--- src/rtl/mbx_pkg.sv ---
package mbx_pkg;
  localparam int DATA_W   = 8;
  localparam int ADDR_W   = 12;
  localparam int NUM_REGS = 32;
  localparam int REG_AW   = $clog2(NUM_REGS);
  localparam int HI_BITS  = ADDR_W - DATA_W;

  typedef enum logic [1:0] {
    CFG_BASE_HI = 2'd0,
    CFG_BASE_LO = 2'd1,
    CFG_ENABLE  = 2'd2,
    CFG_IRQCTL  = 2'd3
  } cfg_sel_e;

  localparam int CMD_TO_MC   = 0;
  localparam int CMD_TO_HOST = 1;
endpackage

--- src/rtl/mbx_cfg_decode.sv ---
module mbx_cfg_decode
  import mbx_pkg::*;
#(
  parameter int AW = ADDR_W,
  parameter int DW = DATA_W
) (
  input  logic          clk,
  input  logic          rst,
  input  logic          cfg_wr,
  input  logic [1:0]    cfg_sel,
  input  logic [DW-1:0] cfg_wdata,
  input  logic [AW-1:0] host_addr,
  output logic          hit_index,
  output logic          hit_data,
  output logic          irqctl_we
);
  localparam int HB = AW - DW;

  logic [HB-1:0] base_hi_q;
  logic [DW-2:0] base_lo_q;
  logic          active_q;
  logic [AW-1:0] base;

  always_ff @(posedge clk) begin
    if (rst) begin
      base_hi_q <= '0;
      base_lo_q <= '0;
      active_q  <= 1'b0;
    end else if (cfg_wr) begin
      case (cfg_sel_e'(cfg_sel))
        CFG_BASE_HI: base_hi_q <= cfg_wdata[HB-1:0];
        CFG_BASE_LO: base_lo_q <= cfg_wdata[DW-1:1];
        CFG_ENABLE:  active_q  <= cfg_wdata[0];
        default: ;
      endcase
    end
  end

  assign base      = {base_hi_q, base_lo_q, 1'b0};
  assign hit_index = active_q && (host_addr == base);
  assign hit_data  = active_q && (host_addr == (base | {{(AW-1){1'b0}}, 1'b1}));
  assign irqctl_we = cfg_wr && (cfg_sel_e'(cfg_sel) == CFG_IRQCTL);

  assert_inactive_no_hit_R2: assert property (@(posedge clk) disable iff (rst)
    !active_q |-> !(hit_index || hit_data));
  assert_ports_exclusive_R2: assert property (@(posedge clk) disable iff (rst)
    !(hit_index && hit_data));
endmodule

--- src/rtl/mbx_reg_bank.sv ---
module mbx_reg_bank
  import mbx_pkg::*;
#(
  parameter int DW = DATA_W,
  parameter int N  = NUM_REGS,
  localparam int AW = $clog2(N)
) (
  input  logic          clk,
  input  logic          rst,
  input  logic          h_we,
  input  logic [AW-1:0] h_idx,
  input  logic [DW-1:0] h_wdata,
  input  logic          m_we,
  input  logic [AW-1:0] m_addr,
  input  logic [DW-1:0] m_wdata,
  output logic [DW-1:0] h_val,
  output logic [DW-1:0] m_val,
  output logic          ev_mc_req,
  output logic          ev_host_req
);
  logic [N-1:0][DW-1:0] regs;

  for (genvar i = 0; i < N; i++) begin : g_reg
    logic          h_sel, m_sel;
    logic [DW-1:0] r_q;
    assign h_sel = h_we && (h_idx == AW'(i));
    assign m_sel = m_we && (m_addr == AW'(i));

    if (i == CMD_TO_MC) begin : g_cmd_to_mc
      always_ff @(posedge clk) begin
        if (rst)        r_q <= '0;
        else if (h_sel) r_q <= h_wdata;
        else if (m_sel) r_q <= '0;
      end
    end else if (i == CMD_TO_HOST) begin : g_cmd_to_host
      always_ff @(posedge clk) begin
        if (rst)        r_q <= '0;
        else if (h_sel) r_q <= '0;
        else if (m_sel) r_q <= m_wdata;
      end
    end else begin : g_plain
      always_ff @(posedge clk) begin
        if (rst)        r_q <= '0;
        else if (h_sel) r_q <= h_wdata;
        else if (m_sel) r_q <= m_wdata;
      end
    end
    assign regs[i] = r_q;
  end

  assign h_val = regs[h_idx];
  assign m_val = regs[m_addr];

  logic h_cmd0, h_cmd1, m_cmd0, m_cmd1;
  assign h_cmd0 = h_we && (h_idx == AW'(CMD_TO_MC));
  assign h_cmd1 = h_we && (h_idx == AW'(CMD_TO_HOST));
  assign m_cmd0 = m_we && (m_addr == AW'(CMD_TO_MC));
  assign m_cmd1 = m_we && (m_addr == AW'(CMD_TO_HOST));

  assign ev_mc_req   = h_cmd0;
  assign ev_host_req = m_cmd1 && !h_cmd1;

  assert_mc_write_zeroes_R6: assert property (@(posedge clk) disable iff (rst)
    (m_cmd0 && !h_cmd0) |=> (regs[CMD_TO_MC] == '0));
  assert_host_write_zeroes_R8: assert property (@(posedge clk) disable iff (rst)
    h_cmd1 |=> (regs[CMD_TO_HOST] == '0));
  assert_host_wins_cmd0_R11: assert property (@(posedge clk) disable iff (rst)
    (h_cmd0 && m_cmd0) |=> (regs[CMD_TO_MC] == $past(h_wdata)));
  assert_mc_store_cmd1_R7: assert property (@(posedge clk) disable iff (rst)
    (m_cmd1 && !h_cmd1) |=> (regs[CMD_TO_HOST] == $past(m_wdata)));
endmodule

--- src/rtl/mbx_irq_ctl.sv ---
module mbx_irq_ctl
  import mbx_pkg::*;
#(
  parameter int DW = DATA_W
) (
  input  logic          clk,
  input  logic          rst,
  input  logic          set_mc,
  input  logic          set_host,
  input  logic          rd_clr_mc,
  input  logic          rd_clr_host,
  input  logic          ctl_we,
  input  logic [DW-1:0] ctl_wdata,
  output logic          mc_irq,
  output logic          host_smi
);
  logic en_mc_q, en_host_q, pend_mc_q, pend_host_q;
  logic en_mc_d, en_host_d, pend_mc_d, pend_host_d;
  logic clr_mc, clr_host;

  always_comb begin
    en_mc_d     = ctl_we ? ctl_wdata[0] : en_mc_q;
    en_host_d   = ctl_we ? ctl_wdata[1] : en_host_q;
    clr_mc      = rd_clr_mc   || (ctl_we && ctl_wdata[2]);
    clr_host    = rd_clr_host || (ctl_we && ctl_wdata[3]);
    pend_mc_d   = set_mc   || (pend_mc_q   && !clr_mc);
    pend_host_d = set_host || (pend_host_q && !clr_host);
  end

  always_ff @(posedge clk) begin
    if (rst) begin
      en_mc_q     <= 1'b0;
      en_host_q   <= 1'b0;
      pend_mc_q   <= 1'b0;
      pend_host_q <= 1'b0;
      mc_irq      <= 1'b0;
      host_smi    <= 1'b0;
    end else begin
      en_mc_q     <= en_mc_d;
      en_host_q   <= en_host_d;
      pend_mc_q   <= pend_mc_d;
      pend_host_q <= pend_host_d;
      mc_irq      <= pend_mc_d && en_mc_d;
      host_smi    <= pend_host_d && en_host_d;
    end
  end

  assert_mc_req_sets_R5: assert property (@(posedge clk) disable iff (rst)
    set_mc |=> pend_mc_q);
  assert_host_req_sets_R7: assert property (@(posedge clk) disable iff (rst)
    set_host |=> pend_host_q);
  assert_pending_held_R9: assert property (@(posedge clk) disable iff (rst)
    (pend_mc_q && !rd_clr_mc && !ctl_we) |=> pend_mc_q);
  assert_disabled_quiet_R9: assert property (@(posedge clk) disable iff (rst)
    (!en_mc_q && !ctl_we) |=> !mc_irq);
  assert_read_clears_R10: assert property (@(posedge clk) disable iff (rst)
    (rd_clr_host && !set_host && !ctl_we) |=> !host_smi);
endmodule

--- src/rtl/mbx_bank.sv ---
module mbx_bank
  import mbx_pkg::*;
#(
  parameter int AW = ADDR_W,
  parameter int DW = DATA_W,
  parameter int N  = NUM_REGS,
  localparam int RAW = $clog2(N)
) (
  input  logic           clk,
  input  logic           rst,
  input  logic           cfg_wr,
  input  logic [1:0]     cfg_sel,
  input  logic [DW-1:0]  cfg_wdata,
  input  logic [AW-1:0]  host_addr,
  input  logic           host_wr,
  input  logic           host_rd,
  input  logic [DW-1:0]  host_wdata,
  output logic [DW-1:0]  host_rdata,
  input  logic [RAW-1:0] mc_addr,
  input  logic           mc_wr,
  input  logic           mc_rd,
  input  logic [DW-1:0]  mc_wdata,
  output logic [DW-1:0]  mc_rdata,
  output logic           mc_irq,
  output logic           host_smi
);
  logic           hit_index, hit_data, irqctl_we;
  logic [DW-1:0]  index_q;
  logic           idx_ok;
  logic           bank_h_we;
  logic [DW-1:0]  h_val, m_val;
  logic           ev_mc_req, ev_host_req;
  logic           rd_clr_mc, rd_clr_host;

  mbx_cfg_decode #(.AW(AW), .DW(DW)) i_decode (
    .clk       (clk),
    .rst       (rst),
    .cfg_wr    (cfg_wr),
    .cfg_sel   (cfg_sel),
    .cfg_wdata (cfg_wdata),
    .host_addr (host_addr),
    .hit_index (hit_index),
    .hit_data  (hit_data),
    .irqctl_we (irqctl_we)
  );

  always_ff @(posedge clk) begin
    if (rst)                        index_q <= '0;
    else if (host_wr && hit_index)  index_q <= host_wdata;
  end

  assign idx_ok    = (index_q < DW'(N));
  assign bank_h_we = host_wr && hit_data && idx_ok;

  mbx_reg_bank #(.DW(DW), .N(N)) i_bank (
    .clk         (clk),
    .rst         (rst),
    .h_we        (bank_h_we),
    .h_idx       (index_q[RAW-1:0]),
    .h_wdata     (host_wdata),
    .m_we        (mc_wr),
    .m_addr      (mc_addr),
    .m_wdata     (mc_wdata),
    .h_val       (h_val),
    .m_val       (m_val),
    .ev_mc_req   (ev_mc_req),
    .ev_host_req (ev_host_req)
  );

  assign rd_clr_mc   = mc_rd && (mc_addr == RAW'(CMD_TO_MC));
  assign rd_clr_host = host_rd && hit_data && (index_q == DW'(CMD_TO_HOST));

  mbx_irq_ctl #(.DW(DW)) i_irq (
    .clk         (clk),
    .rst         (rst),
    .set_mc      (ev_mc_req),
    .set_host    (ev_host_req),
    .rd_clr_mc   (rd_clr_mc),
    .rd_clr_host (rd_clr_host),
    .ctl_we      (irqctl_we),
    .ctl_wdata   (cfg_wdata),
    .mc_irq      (mc_irq),
    .host_smi    (host_smi)
  );

  always_ff @(posedge clk) begin
    if (rst) begin
      host_rdata <= '0;
      mc_rdata   <= '0;
    end else begin
      if (host_rd) begin
        if (hit_index)              host_rdata <= index_q;
        else if (hit_data && idx_ok) host_rdata <= h_val;
        else                        host_rdata <= '0;
      end
      if (mc_rd) mc_rdata <= m_val;
    end
  end

  assert_oob_reads_zero_R12: assert property (@(posedge clk) disable iff (rst)
    (host_rd && hit_data && !idx_ok) |=> (host_rdata == '0));
  assert_miss_reads_zero_R2: assert property (@(posedge clk) disable iff (rst)
    (host_rd && !hit_index && !hit_data) |=> (host_rdata == '0));
  assert_index_readback_R3: assert property (@(posedge clk) disable iff (rst)
    (host_rd && hit_index) |=> (host_rdata == $past(index_q)));
endmodule

--- config.mk ---
export PLATFORM = sky130hd
export DESIGN_NAME = mbx_bank
export DESIGN_NICKNAME = d
export VERILOG_FILES = /design/src/rtl/mbx_pkg.sv /design/src/rtl/mbx_cfg_decode.sv /design/src/rtl/mbx_reg_bank.sv /design/src/rtl/mbx_irq_ctl.sv /design/src/rtl/mbx_bank.sv
export SDC_FILE = /design/constraint.sdc
export NUM_CORES = 1
export LEC_CHECK = 0
export ABC_CLOCK_PERIOD_IN_PS = 2000
export BUFFER_PORTS_ARGS = -buffer_cell sky130_fd_sc_hd__clkbuf_2
export CAP_MARGIN = 10
export CORE_ASPECT_RATIO = 0.7
export CORE_MARGIN = 4
export CORE_UTILIZATION = 55
export CTS_CLUSTER_SIZE = 30
export DETAILED_ROUTE_END_ITERATION = 10
export HOLD_SLACK_MARGIN = 0.1
export PLACE_DENSITY_LB_ADDON = 0.08
export REMOVE_ABC_BUFFERS = 1
export SYNTH_ARGS = -nofsm -noshare
export SYNTH_HDL_FRONTEND = slang
export SYNTH_SLANG_ARGS = --single-unit
--- constraint.sdc ---
create_clock -name clk -period 2 [get_ports clk]
set_clock_uncertainty 0.2 [all_clocks]
set_input_delay 0 -clock clk [delete_from_list [all_inputs] [get_ports clk]]
set_output_delay 0 -clock clk [all_outputs]
set_load 0.005 [all_outputs]
==> summary.txt <==
Outcome - finished, violations left
Violations in the final reports - negative setup slack
Post-detailed-route count of antenna-violating nets - 0
Pin count of the biggest net entering global routing - 123
Area overhead of the layout relative to synthesis - 33.3%
Leakage - 0.0101 uW
Inserted Clock Buffers - 34
TritonCTS Sinks - 298
Number of max-slew violations in the final report - 0
Final Setup Violations - 268
Starting density of the core - 0.559
Clock transition at the register clock pins on the worst setup and hold paths after CTS - 0.06 ns
Worst-margin pin slew - 0.890 ns
Number of flops mapped to enable cells by yosys - 0
Wire length of the first global-routing pass - 116,000 microns
Max Cap Violations - 0
Cell with the largest stage delay on the worst path - sky130_fd_sc_hd__nor4_4
Synthesized area divided by synthesized cell count - 9.73 sq um
Period Utilization, post-route - 1.13
Cell-by-cell listing of the critical path - nor4b_4 > buf_6 > nand4_1 > nor4_4 > buf_12 > mux2i_1 > nor2_1
Number of top-level pins - 68
Routed len/inst - 29.4 microns
Setup repair after global routing missed its margin - yes
Placement Setup Slack - -0.545 ns
Worst Path Class, Setup - reg -> reg
Number of cell rows - 56
Synth Warn # - 0
Max IR drop VDD - 0.527 mV
Std-Cell Core Area - 0.0336 sq mm
Largest driver fanout on the critical path - 8
Count of TritonRoute iterations in the first routing pass - 6
Wirelength, routed - 79,800 microns
Top area cells in the synthesized netlist - sky130_fd_sc_hd__dfxtp_1 32%, sky130_fd_sc_hd__mux2i_1 20%, sky130_fd_sc_hd__mux4_2 12%
CTS Root Cell - sky130_fd_sc_hd__clkbuf_16
Die Y-Extent - 163 microns
Number of design rule violations left after detail routing - 0
HPWL after DPL - 51,800 microns
Synth top area share - 0.317
Power density of the placed cells - 567 mW/mm^2
Last weighted congestion value of the routability-driven placer - 1.04
Post-layout net count - 2,306
Number of global-route vias before repair - 17,860
Input/output buffers - 67
Min-Delay Path Class - in -> reg
Number of antenna violations at the first check in global routing - 4
Top_reg_cell synth - sky130_fd_sc_hd__dfxtp_1
Worst setup slack after layout - -0.260 ns
Instance area at placement - 0.0220 sq mm
Required time of the critical path - 2.20 ns
Clock tree from TritonCTS - built
Violation count after the first detailed-route iteration - 2,524
CP arrival - 2.46 ns
Total track usage - 0.410
GR Overflow Total - 0
Post-synthesis cell type with the largest combined area - sky130_fd_sc_hd__dfxtp_1
Share of cells above drive strength 1 - 0.340
Total standard cell area after synthesis - 0.0188 sq mm
Peak per-stage delay on the critical path - 0.38 ns
Finished Cell Area - 0.0251 sq mm
Via count of the routed design - 18,645
Netlist cell types - 55
Async S/R FF share, synth - 0
Post-synthesis cell count - 1,933
Count of H-tree levels built during CTS - 2
Synthesized flop and latch total - 298
Width of the chip - 229 microns
Final hold viol count - 0
Type of element launching the critical path - flip-flop
Highest clock rate - 443 MHz
Worst slew slack as a fraction of its limit - 0.407
Drt via density - 6.88
Kind of capture point of the worst setup path - flip-flop
Total Die Area - 0.0373 sq mm
Max clock buf depth - 3
Clock insertion delay at the later pin of the skew report - 0.54 ns
Minimum period implied by the final worst setup slack - 2.26 ns
Part of the Yosys area used for sequential elements - 0.317
-- power breakdown --
| group | internal (uW) | total (uW) | switching, uW |
|---|---|---|---|
| Sequential | 5990 | 6040 | 54.4 |
| Combinational | 637 | 1610 | 970 |
| Clock | 3860 | 6550 | 2700 |
-- critical path, delay by kind of cell, from the launching register on --
family / cells / cell delay (ns)
buffers and inverters: 2 / 0.36
flip-flops: 1 / 0.35
multiplexers: 1 / 0.22
AND/OR/NAND/NOR: 4 / 0.98
-- layer usage --
layer	track usage	routed length (microns)	vias up
li1	-	-	7793
met5	0	40	-
met4	0.153	3630	6
met3	0.117	10800	294
met1	0.571	31200	9172
met2	0.611	34100	1380
-- final timing paths --
kind         cells after the start                              endpoint  slack [ns]                           startpoint
max                              7  i_bank.g_reg[16].r_q[3]$_SDFFE_PP0P_       -0.26              index_q[6]$_SDFFE_PP0P_
min                              7  i_bank.g_reg[15].r_q[4]$_SDFFE_PP0P_        0.11                           mc_addr[2]
max reg2reg                      7  i_bank.g_reg[16].r_q[3]$_SDFFE_PP0P_       -0.26              index_q[6]$_SDFFE_PP0P_
min reg2reg                      2   i_bank.g_reg[1].r_q[1]$_SDFFE_PP0P_        0.29  i_bank.g_reg[1].r_q[1]$_SDFFE_PP0P_
-- placed cells by master, fill, tap and decap left out, types with 7 or more instances in the layout --
cell type and n:
sky130_fd_sc_hd__mux2_2 56, sky130_fd_sc_hd__or2_0 8, sky130_fd_sc_hd__nand3_1 108, sky130_fd_sc_hd__nand3_2 13, sky130_fd_sc_hd__clkbuf_8 8, sky130_fd_sc_hd__nand2b_1 17, sky130_fd_sc_hd__or2_1 11, sky130_fd_sc_hd__or2_2 30
sky130_fd_sc_hd__o22ai_1 10, sky130_fd_sc_hd__mux2i_2 7, sky130_fd_sc_hd__dfxtp_1 285, sky130_fd_sc_hd__nand4_1 20, sky130_fd_sc_hd__nor2_1 101, sky130_fd_sc_hd__nand3_4 15, sky130_fd_sc_hd__clkbuf_2 62, sky130_fd_sc_hd__buf_4 233
sky130_fd_sc_hd__nor3_1 7, sky130_fd_sc_hd__a22oi_1 43, sky130_fd_sc_hd__buf_12 79, sky130_fd_sc_hd__nand3b_1 11, sky130_fd_sc_hd__buf_6 26, sky130_fd_sc_hd__a21oi_1 9, sky130_fd_sc_hd__a22oi_2 17, sky130_fd_sc_hd__dfxtp_2 8
sky130_fd_sc_hd__nand2_1 181, sky130_fd_sc_hd__a21o_1 136, sky130_fd_sc_hd__mux4_2 97, sky130_fd_sc_hd__dlygate4sd3_1 61, sky130_fd_sc_hd__xnor2_2 8, sky130_fd_sc_hd__a21oi_2 7, sky130_fd_sc_hd__o21ai_0 64, sky130_fd_sc_hd__mux2i_1 369
sky130_fd_sc_hd__nor2b_1 8, sky130_fd_sc_hd__nor4_4 10, sky130_fd_sc_hd__clkbuf_16 39
-- area by class of cell --
class	count	area [sq um]
Tap cell	435	544
Fill cell	2406	8570
Timing Repair Buffer	471	4730
Antenna cell	1	2.50
Multi-Input combinational cell	1448	12700
Clock buffer	49	1040
Clock inverter	7	87.6
Sequential cell	298	5990
Inverter	3	11.3
-- kinds of logic (layout without fill, tap and decap cells) --
family                 Yosys count  in the layout  share of synthesized area
multiplexers                   534            534                      0.353
AND/OR/NAND/NOR                591            591                      0.169
other                            0              1                          0
XOR/XNOR                        11             11                    0.00512
flip-flops                     298            298                      0.317
buffers and inverters          187            530                     0.0425
AO/OA/AOI/OAI                  312            312                      0.113
-- synthesized netlist by cell type, types with 8 or more instances --
master                     instances
sky130_fd_sc_hd__mux2i_1         380
sky130_fd_sc_hd__mux2_2           57
sky130_fd_sc_hd__or2_1            11
sky130_fd_sc_hd__o22ai_1          10
sky130_fd_sc_hd__a21o_1          136
sky130_fd_sc_hd__or2_2            30
sky130_fd_sc_hd__nand2b_1         17
sky130_fd_sc_hd__nand2_1         183
sky130_fd_sc_hd__a21oi_1          16
sky130_fd_sc_hd__xnor2_1          11
sky130_fd_sc_hd__buf_1            17
sky130_fd_sc_hd__nand4_1          20
sky130_fd_sc_hd__mux4_2           97
sky130_fd_sc_hd__a22oi_1          60
sky130_fd_sc_hd__buf_2            51
sky130_fd_sc_hd__nor3_1            8
sky130_fd_sc_hd__nand3_2          22
sky130_fd_sc_hd__nand3_1         114
sky130_fd_sc_hd__nor2_1          103
sky130_fd_sc_hd__dfxtp_1         298
sky130_fd_sc_hd__or2_0             8
sky130_fd_sc_hd__nor2b_1          10
sky130_fd_sc_hd__clkbuf_1        109
sky130_fd_sc_hd__nand3b_1         11
sky130_fd_sc_hd__nor4_4            8
sky130_fd_sc_hd__o21ai_0          70
-- registers in the layout (all words and copies together) (netlist names) --
| signal | flops |
|---|---|
| index_q | 8 |
| i_irq.host_smi | 1 |
| mc_rdata | 8 |
| i_irq.en_mc_q | 1 |
| i_irq.pend_host_q | 1 |
| i_decode.active_q | 1 |
| host_rdata | 8 |
| i_irq.pend_mc_q | 1 |
| i_decode.base_lo_q | 7 |
| i_irq.mc_irq | 1 |
| i_bank.g.r_q | 256 |
| i_irq.en_host_q | 1 |
| i_decode.base_hi_q | 4 |
-- timing repair --
| item | 4_1_cts | 5_1_grt |
|---|---|---|
| cloned | 3 | 3 |
| pin swaps | 25 | 30 |
| endpoints found under the setup margin | 268 | 282 |
| setup buffers | 24 | 39 |
| hold buffers | 63 | 0 |
| resized for setup | 91 | 79 |
| hold endpoints to repair | 290 | 0 |
-- stage by stage --
stage,utilization,hold WS [ns],power (uW),instances,TNS [ns]
floorplan,-,-0.131,6570,1749,-704.08
global placement,0.653,0.0297,7470,2527,-30.09
detailed placement,0.653,0.0437,7490,2527,-39.25
CTS,0.726,0.103,14100,2673,-17.20
global route,0.745,0.140,14500,2712,-52.67
finish,0.745,0.112,14200,2712,-38.33
(Power assumes the default switching activity.)
